### src/rtl/rep_health_pkg.sv
package rep_health_pkg;

  // Per-sample events produced by one stream tracker.
  typedef struct packed {
    logic rep;        // accepted sample equals the previous one
    logic pair_done;  // this sample completed a pair
    logic pair_alt;   // completed pair is 01 or 10
    logic pair_rep;   // completed alternating pair equals the previous pair
  } strm_evt_t;

endpackage

### src/rtl/rep_stream_track.sv
module rep_stream_track
  import rep_health_pkg::*;
#(
  parameter int CNT_W = 8
) (
  input  logic             clk,
  input  logic             rst_n,
  input  logic             gen_en,
  input  logic             smp_vld,
  input  logic             bit_i,
  output logic [CNT_W-1:0] run_nxt,
  output logic [CNT_W-1:0] pat_nxt,
  output strm_evt_t        evt
);

  localparam logic [CNT_W-1:0] ONE = CNT_W'(1);

  function automatic logic [CNT_W-1:0] sat_inc(input logic [CNT_W-1:0] v);
    return (&v) ? v : v + ONE;
  endfunction

  logic             have_prev_q, prev_q;
  logic             phase_q, first_q;
  logic             have_pair_q;
  logic [1:0]       ppair_q;
  logic [CNT_W-1:0] run_q, pat_q;
  logic [1:0]       pair;

  assign pair = {first_q, bit_i};

  always_comb begin
    run_nxt = run_q;
    pat_nxt = pat_q;
    evt     = '0;
    if (!gen_en) begin
      run_nxt = '0;
      pat_nxt = '0;
    end else if (smp_vld) begin
      evt.rep = have_prev_q && (bit_i == prev_q);
      run_nxt = evt.rep ? sat_inc(run_q) : ONE;
      if (phase_q) begin
        evt.pair_done = 1'b1;
        evt.pair_alt  = first_q ^ bit_i;
        evt.pair_rep  = evt.pair_alt && have_pair_q && (pair == ppair_q);
        if (!evt.pair_alt)     pat_nxt = '0;
        else if (evt.pair_rep) pat_nxt = sat_inc(pat_q);
        else                   pat_nxt = ONE;
      end
    end
  end

  always_ff @(posedge clk or negedge rst_n) begin
    if (!rst_n) begin
      have_prev_q <= 1'b0;
      prev_q      <= 1'b0;
      phase_q     <= 1'b0;
      first_q     <= 1'b0;
      have_pair_q <= 1'b0;
      ppair_q     <= 2'b00;
      run_q       <= '0;
      pat_q       <= '0;
    end else begin
      run_q <= run_nxt;
      pat_q <= pat_nxt;
      if (!gen_en) begin
        have_prev_q <= 1'b0;
        phase_q     <= 1'b0;
        have_pair_q <= 1'b0;
      end else if (smp_vld) begin
        have_prev_q <= 1'b1;
        prev_q      <= bit_i;
        phase_q     <= ~phase_q;
        if (!phase_q) begin
          first_q <= bit_i;
        end else begin
          ppair_q     <= pair;
          have_pair_q <= 1'b1;
        end
      end
    end
  end

endmodule

### src/rtl/rep_joint_track.sv
module rep_joint_track
  import rep_health_pkg::*;
#(
  parameter int CNT_W = 8
) (
  input  logic             clk,
  input  logic             rst_n,
  input  logic             gen_en,
  input  logic             smp_vld,
  input  strm_evt_t        evt_a,
  input  strm_evt_t        evt_b,
  output logic [CNT_W-1:0] jrun_q,
  output logic [CNT_W-1:0] jrun_nxt,
  output logic [CNT_W-1:0] jpat_nxt
);

  localparam logic [CNT_W-1:0] ONE = CNT_W'(1);

  function automatic logic [CNT_W-1:0] sat_inc(input logic [CNT_W-1:0] v);
    return (&v) ? v : v + ONE;
  endfunction

  logic [CNT_W-1:0] jpat_q;
  logic             both_alt, both_prep;

  assign both_alt  = evt_a.pair_alt & evt_b.pair_alt;
  assign both_prep = evt_a.pair_rep & evt_b.pair_rep;

  always_comb begin
    jrun_nxt = jrun_q;
    jpat_nxt = jpat_q;
    if (!gen_en) begin
      jrun_nxt = '0;
      jpat_nxt = '0;
    end else if (smp_vld) begin
      jrun_nxt = (evt_a.rep & evt_b.rep) ? sat_inc(jrun_q) : ONE;
      if (evt_a.pair_done) begin
        if (!both_alt)      jpat_nxt = '0;
        else if (both_prep) jpat_nxt = sat_inc(jpat_q);
        else                jpat_nxt = ONE;
      end
    end
  end

  always_ff @(posedge clk or negedge rst_n) begin
    if (!rst_n) begin
      jrun_q <= '0;
      jpat_q <= '0;
    end else begin
      jrun_q <= jrun_nxt;
      jpat_q <= jpat_nxt;
    end
  end

endmodule

### src/rtl/rep_status_flags.sv
module rep_status_flags (
  input  logic clk,
  input  logic rst_n,
  input  logic fail_nxt,
  input  logic init_busy,
  input  logic flag_wr,
  input  logic flag_wdata,
  output logic live_q,
  output logic sticky_q,
  output logic restart_q
);

  logic clr_req;
  assign clr_req = flag_wr & ~flag_wdata;

  always_ff @(posedge clk or negedge rst_n) begin
    if (!rst_n) begin
      live_q    <= 1'b0;
      sticky_q  <= 1'b0;
      restart_q <= 1'b0;
    end else begin
      live_q    <= fail_nxt;
      sticky_q  <= fail_nxt | (sticky_q & ~clr_req);
      restart_q <= fail_nxt & ~live_q & init_busy;
    end
  end

endmodule

### src/rtl/dual_rep_health.sv
module dual_rep_health
  import rep_health_pkg::*;
#(
  parameter int CNT_W        = 8,
  parameter int SOLO_RUN_LIM = 64,
  parameter int SOLO_PAT_LIM = 32,
  parameter int DUO_RUN_LIM  = 32,
  parameter int DUO_PAT_LIM  = 16
) (
  input  logic       clk,
  input  logic       rst_n,
  input  logic       gen_en,
  input  logic       smp_vld,
  input  logic [1:0] smp_bits,
  input  logic       init_busy,
  input  logic       flag_wr,
  input  logic       flag_wdata,
  output logic       seed_err_live,
  output logic       seed_err_sticky,
  output logic       drop_samples,
  output logic       init_restart
);

  localparam int NSTR = 2;
  localparam logic [CNT_W-1:0] L_SR = CNT_W'(SOLO_RUN_LIM);
  localparam logic [CNT_W-1:0] L_SP = CNT_W'(SOLO_PAT_LIM);
  localparam logic [CNT_W-1:0] L_DR = CNT_W'(DUO_RUN_LIM);
  localparam logic [CNT_W-1:0] L_DP = CNT_W'(DUO_PAT_LIM);

  function automatic logic above(input logic [CNT_W-1:0] v,
                                 input logic [CNT_W-1:0] lim);
    return v > lim;
  endfunction

  strm_evt_t        evt     [NSTR];
  logic [CNT_W-1:0] run_nxt [NSTR];
  logic [CNT_W-1:0] pat_nxt [NSTR];
  logic [NSTR-1:0]  solo_fail;
  logic [CNT_W-1:0] jrun_q, jrun_nxt, jpat_nxt;
  logic             duo_fail, fail_nxt, both_rep;

  for (genvar g = 0; g < NSTR; g++) begin : g_strm
    rep_stream_track #(.CNT_W(CNT_W)) u_trk (
      .clk     (clk),
      .rst_n   (rst_n),
      .gen_en  (gen_en),
      .smp_vld (smp_vld),
      .bit_i   (smp_bits[g]),
      .run_nxt (run_nxt[g]),
      .pat_nxt (pat_nxt[g]),
      .evt     (evt[g])
    );
    assign solo_fail[g] = above(run_nxt[g], L_SR) | above(pat_nxt[g], L_SP);
  end

  rep_joint_track #(.CNT_W(CNT_W)) u_joint (
    .clk      (clk),
    .rst_n    (rst_n),
    .gen_en   (gen_en),
    .smp_vld  (smp_vld),
    .evt_a    (evt[0]),
    .evt_b    (evt[1]),
    .jrun_q   (jrun_q),
    .jrun_nxt (jrun_nxt),
    .jpat_nxt (jpat_nxt)
  );

  assign both_rep = evt[0].rep & evt[1].rep;
  assign duo_fail = above(jrun_nxt, L_DR) | above(jpat_nxt, L_DP);
  assign fail_nxt = (|solo_fail) | duo_fail;

  rep_status_flags u_flags (
    .clk        (clk),
    .rst_n      (rst_n),
    .fail_nxt   (fail_nxt),
    .init_busy  (init_busy),
    .flag_wr    (flag_wr),
    .flag_wdata (flag_wdata),
    .live_q     (seed_err_live),
    .sticky_q   (seed_err_sticky),
    .restart_q  (init_restart)
  );

  assign drop_samples = seed_err_live;

endmodule

### config.mk
export PLATFORM = sky130hd
export DESIGN_NAME = dual_rep_health
export DESIGN_NICKNAME = d
export VERILOG_FILES = /design/src/rtl/rep_health_pkg.sv /design/src/rtl/rep_stream_track.sv /design/src/rtl/rep_joint_track.sv /design/src/rtl/rep_status_flags.sv /design/src/rtl/dual_rep_health.sv
export SDC_FILE = /design/constraint.sdc
export NUM_CORES = 1
export LEC_CHECK = 0
export ABC_AREA = 1
export BUFFER_PORTS_ARGS = -buffer_cell sky130_fd_sc_hd__buf_2
export CAP_MARGIN = 30
export CORE_ASPECT_RATIO = 1.5
export CORE_MARGIN = 1
export CORE_UTILIZATION = 45
export CTS_CLUSTER_SIZE = 10
export DETAILED_ROUTE_END_ITERATION = 8
export PLACE_DENSITY_LB_ADDON = 0.25
export SLEW_MARGIN = 20
export SYNTH_ARGS = -nofsm -noshare
export SYNTH_HDL_FRONTEND = slang
export SYNTH_HIERARCHICAL = 1
export SYNTH_SLANG_ARGS = --single-unit
export TNS_END_PERCENT = 100
### constraint.sdc
create_clock -name clk -period 3.4 [get_ports clk]
set_input_delay 0.17 -clock clk [delete_from_list [all_inputs] [get_ports clk]]
set_output_delay 0.17 -clock clk [all_outputs]
set_load 0.1 [all_outputs]
### Word-level counts from Yosys, hierarchy flattened

Index checks and enable logic that the tools add are counted.

| cells by class | value |
|---|---|
| add/sub/neg operators | 6 |
| multiply operators | 0 |
| div/mod/pow operators | 0 |
| order comparisons | 6 |
| equal/unequal tests | 7 |
| shift-type cells | 0 |
| mux-type cells | 48 |
| bitwise operators | 19 |
| reductions and logical operators | 20 |

Operator list:

| kind | number |
|---|---|
| $mux W8 | 30 |
| $add A8 B1 Y8 const B | 6 |
| $reduce_and A8 Y1 | 6 |
| $gt A8 B6 Y1 const B | 3 |
| $gt A8 B7 Y1 const B | 2 |
| $mux W4 | 4 |
| $mux W1 | 12 |
| $reduce_and A3 Y1 | 4 |
| $gt A8 B5 Y1 const B | 1 |
| $and A1 B1 Y1 | 7 |
| $logic_and A1 B1 Y1 | 6 |
| $mux W3 | 2 |
| $ne A2 B1 Y1 const B | 3 |
| $reduce_and A2 Y1 | 3 |
| $not A1 Y1 | 5 |
| $or A1 B1 Y1 | 5 |
| $eq A2 B2 Y1 | 2 |
| $eq A1 B1 Y1 | 2 |
| $reduce_or A2 Y1 | 1 |
| $xor A1 B1 Y1 | 2 |

| storage, ports and cells | value |
|---|---|
| flip-flop bits (word level) | 64 |
| latch bits | 0 |
| memory bits (writable) | 0 |
| ROM bits | 0 |
| input port bits | 9 |
| output and inout port bits | 4 |
| word-level logic and storage cells | 126 |
| memories | 0 |

### Logic depth before layout (Yosys ltp)

| logic depth | value |
|---|---|
| depth in word-level cells | 17 |
| mapped depth | 20 |
| gate-level depth less buffers | 20 |

### Hierarchy

Netlist, hierarchy kept.

By module, submodules not included:

| module | times used | cells each | area an instance (um^2) | sequential area each (um^2) |
|---|---|---|---|---|
| rep_stream_track | 2 | 189 | 1,471.4 | 575.6 |
| rep_joint_track | 1 | 163 | 1,146.1 | 400.4 |
| dual_rep_health | 1 | 54 | 215.2 | 0.0 |
| rep_status_flags | 1 | 10 | 101.3 | 75.1 |

### Worst setup path before layout

OpenSTA, ideal clock, no wires.

| timing path | value |
|---|---|
| kind | register to register |
| from | register g_strm[0].u_trk.first_q |
| to | register u_flags.restart_q |
| library setup time | 83 ps |
| data arrival time | 1,956 ps |
| required time | 3,317 ps |
| setup slack | 1,361 ps |
| stages on the path, launching flop included | 20 |
| path buffers | 0 |
| period minus slack after synthesis | 2,039 ps |
| cells stage by stage | dfrtp_1 -> nand2_1 -> nand2_2 -> nor2_4 -> nand2_4 -> nor2_4 -> nand2_1 -> nor2_2 -> nor2_1 -> nor2_1 -> nand2_1 -> a21oi_1 -> nor2_1 -> nand2_1 -> nand2_1 -> nand2_1 -> nor2_1 -> nand3_1 -> nand2_1 -> nor2_1 |

RTL lines:

| item | RTL line | RTL |
|---|---|---|
| start: declaration | rep_stream_track.sv:23 | `logic phase_q, first_q;` |
| start signal: assignment | rep_stream_track.sv:74 | `first_q <= bit_i;` |
| end signal: assignment | rep_status_flags.sv:24 | `restart_q <= fail_nxt & ~live_q & init_busy;` |
| end: declaration | rep_status_flags.sv:10 | `output logic restart_q` |

==> flow_summary.yaml <==
outcome:
  outcome: "finished clean"
placement:
  post_dp_cell_area_mm2: 0.00457
  portBuffers: 12
  hpwlAfterDp_um: 7290
  place_ws_ps: 785
  gp_congestion: 0.897
floorplan:
  start_util_pct: 47.1
  die_area_mm2: 0.0102
  die_w_um: 82.8
  io_pins: 13
  dieHeight_um: 123
  core_mm2: 0.00936
  rows: 43
setup_path:
  endpoint_kind: "flip-flop"
  max_stage_delay_ps: 430
  slowest_stage: "dfrtp_1"
  cp-start-kind: "flip-flop"
  crit_required_ps: 3670
  critPathMaxFanout: 5
  crit_chain: "nand2_1, nand2_2, nor2_4, nand2_4, nor2_4, nand2_1, nor2_2, nor2_1, nor2_1, nand2_1, nor2_1, nor2_1, nand2_1, nor2_1, nand2_1, nor2_1, nand3_1, nand2_1, nor2_1"
  path_class: "reg -> reg"
  arrival_ps: 2720
  cpLargestDelayFamily: "simple AND/OR/NAND/NOR gates"
  timing.critical_path.mode_cell: "nor2_1"
  cp_num_buf_inv: 0
timing:
  clock_skew_ps: 5.20
  drv_slew: 0
  finalHoldViolCount: 0
  worstMarginPinSlew_ps: 814
  rsz0062_at_grt: "false"
  post-route-period-util_pct: 72.3
  min_period_ps: 2460
  maxSlewHeadroom_pct: 45.7
  fmaxAchievable_mhz: 407
  layout_setup_ws_ps: 943
  setup_viol: 0
  tns_ps: 0
yosys:
  synth_cell_type_count: 35
  synth.top_cell.area_share_pct: 36.9
  syn_area_mm2: 0.00441
  synth_cells: 605
  synth-seq-cells: 65
  yosys.area.top_type: "dfrtp_1"
  synthTopCellsByArea: "dfrtp_1 37%, nand2_1 12%, inv_1 7.8%"
  ys_seq_area_share_pct: 36.9
  avgSynthCellArea_um2: 7.28
  synth_warnings: 6
  syn_nets: 620
power:
  p_leak_uw: 0.00234
  total_power_uw: 1960
  irDropWorstVdd_v: 0.000327
  power_frac_comb_pct: 13.5
  p_sw_uw: 558
  p_sw_share_pct: 28.5
  pwr-share-clk_pct: 43.8
  powerDensity_mw_per_mm2: 403
  intPower_uw: 1400
  seqPwrFrac_pct: 42.7
drt:
  drt-total-wl_um: 9390
  first_iter_violations: 192
  vias: 3863
  drtAntennaViolNets: 0
  firstDrtPassIters: 4
  drc: 0
  wl_per_cell_um: 12.7
  vias_per_cell: 5.21
clock_network:
  cts.clk_slew.worst_paths_ps: 60
  cts_buffer_depth: 2
  cts_made_buffers: 9
  cts_root_buffer: "clkbuf_16"
  h-tree-depth: 3
  cts_resized: 0
  cts.sinks: 65
  clk_latency_ps: 330
  cts_tree: "yes"
global_routing:
  grt.total_usage_pct: 21.1
  antenna_found_initial: 0
  grt_max_degree: 37
  first_global_vias: 3738
  grt_pass1_wl_um: 16300
  overflow: 0
finish:
  fin_area_mm2: 0.00486
  nets: 640
  diodes: 0
  drive_gt1_share_pct: 16.3
  area_delta_synth_final_pct: 10.3
flow_run:
  maxCapViolCount: 0
min_path:
  worstHoldPathType: "in -> reg"
==> synth_stat cells <==
cell type	instances
nand2_4	6
buf_4	3
nand3_1	50
o21ai_0	18
nor2_2	4
nor2_8	4
o211ai_1	6
nand2_2	18
clkinv_1	1
nor3_1	5
inv_1	92
dfrtp_1	65
or2_0	1
inv_4	2
nand3_2	3
nor2_4	11
o31ai_1	2
a31oi_1	3
a21oi_2	3
nor3_2	4
nand4_2	2
nand3_4	3
nand4_1	12
a21oi_1	24
ha_1	6
inv_2	9
nand3b_1	7
buf_6	2
nor2_1	70
o21ai_2	2
o21bai_1	2
nand2_1	140
a21boi_4	1
nor3_4	2
o21ai_1	22
==> per-layer routing <==
layer	part of all wire (%)	global-route usage, %
met5	0	0
met4	2.8	10.2
met2	53	37.0
met3	2.5	3.76
met1	41	24.0
==> state kept, by name, indices dropped and copies added (netlist names) <==
signal and count:
g_strm.u_trk/ppair_q 4, u_joint/jrun_q 8, u_joint/jpat_q 8, g_strm.u_trk/prev_q 2, g_strm.u_trk/pat_q 16, u_flags/restart_q 1, u_flags/sticky_q 1, g_strm.u_trk/run_q 16
g_strm.u_trk/first_q 2, g_strm.u_trk/have_prev_q 2, g_strm.u_trk/phase_q 2, g_strm.u_trk/have_pair_q 2, u_flags/live_q 1
==> cell type report <==
cell class                      count  area (um2)
Clock buffer                       10         239
Tap cell                          112         140
Inverter                          104         395
Timing Repair Buffer               14        77.6
Multi-Input combinational cell    431        2340
Clock inverter                      6        43.8
Fill cell                         926        4500
Sequential cell                    65        1630
==> stage by stage <==
stage	cells	hold WS (ps)	util, %
final	742	58.6	51.9
after global routing	742	80.1	51.9
after CTS	742	46.2	51.9
after detailed placement	725	320	48.8
after global placement	725	318	48.8
after floorplan	605	-126	-
==> cells by family (layout without fill, tap and decap cells) <==
| family | Yosys count | count (layout) | synth area share, % |
|---|---|---|---|
| simple gates | 342 | 342 | 40.6 |
| fa+ha+maj | 6 | 6 | 1.70 |
| compound gates | 83 | 83 | 10.8 |
| flops | 65 | 65 | 36.9 |
| buf+inv | 109 | 134 | 10.0 |
==> worst register-to-register path: stages, from the launching register on <==
cell,delay (ps)
dfrtp_1,430
nand2_1,170
nand2_2,90
nor2_4,120
nand2_4,90
nor2_4,100
nand2_1,120
nor2_2,150
nor2_1,50
nor2_1,240
nand2_1,90
nor2_1,170
nor2_1,70
nand2_1,90
nor2_1,40
nand2_1,50
nor2_1,40
nand3_1,130
nand2_1,80
nor2_1,80
==> timing repair <==
item	in CTS	in global routing
endpoints found under the setup margin	0	0
buffers inserted	0	0
hold buffers	1	0
hold endpoints to repair	35	0
==> path summary, 6_finish.rpt <==
path	cells past startpoint	slack, ps	from	to
min in group asynchronous	2	480	rst_n	g_strm[1].u_trk/run_q[4]
worst max-delay path	19	940	g_strm[0].u_trk/first_q	u_flags/restart_q
worst min register to register	1	440	u_flags/live_q	u_flags/restart_q
worst max register to register	19	940	g_strm[0].u_trk/first_q	u_flags/restart_q
worst min-delay path	3	60	init_busy	u_flags/restart_q
max in group asynchronous	3	2010	rst_n	u_joint/jrun_q[4]
==> power groups by stage <==
stage | Combinational [uW] | Clock (uW) | Sequential [uW]
after floorplan | 192 | 0 | 860
after global placement | 263 | 0 | 849
after detailed placement | 267 | 0 | 850
after CTS | 269 | 879 | 837
after global routing | 300 | 906 | 841
final | 265 | 857 | 837
==> cell usage in the layout, fill, tap and decap left out, drive strengths merged <==
cell type	n
clkinvlp	4
a31oi	3
clkbuf	10
or2	1
o31ai	2
inv	103
dlygate4sd3	1
nand3b	7
a21oi	27
o21bai	2
o211ai	6
ha	6
nand4	14
nor2	89
o21ai	42
nor3	11
a21boi	1
nand2	164
buf	13
nand3	56
clkinv	3
dfrtp	65
(Power assumes the default switching activity.)
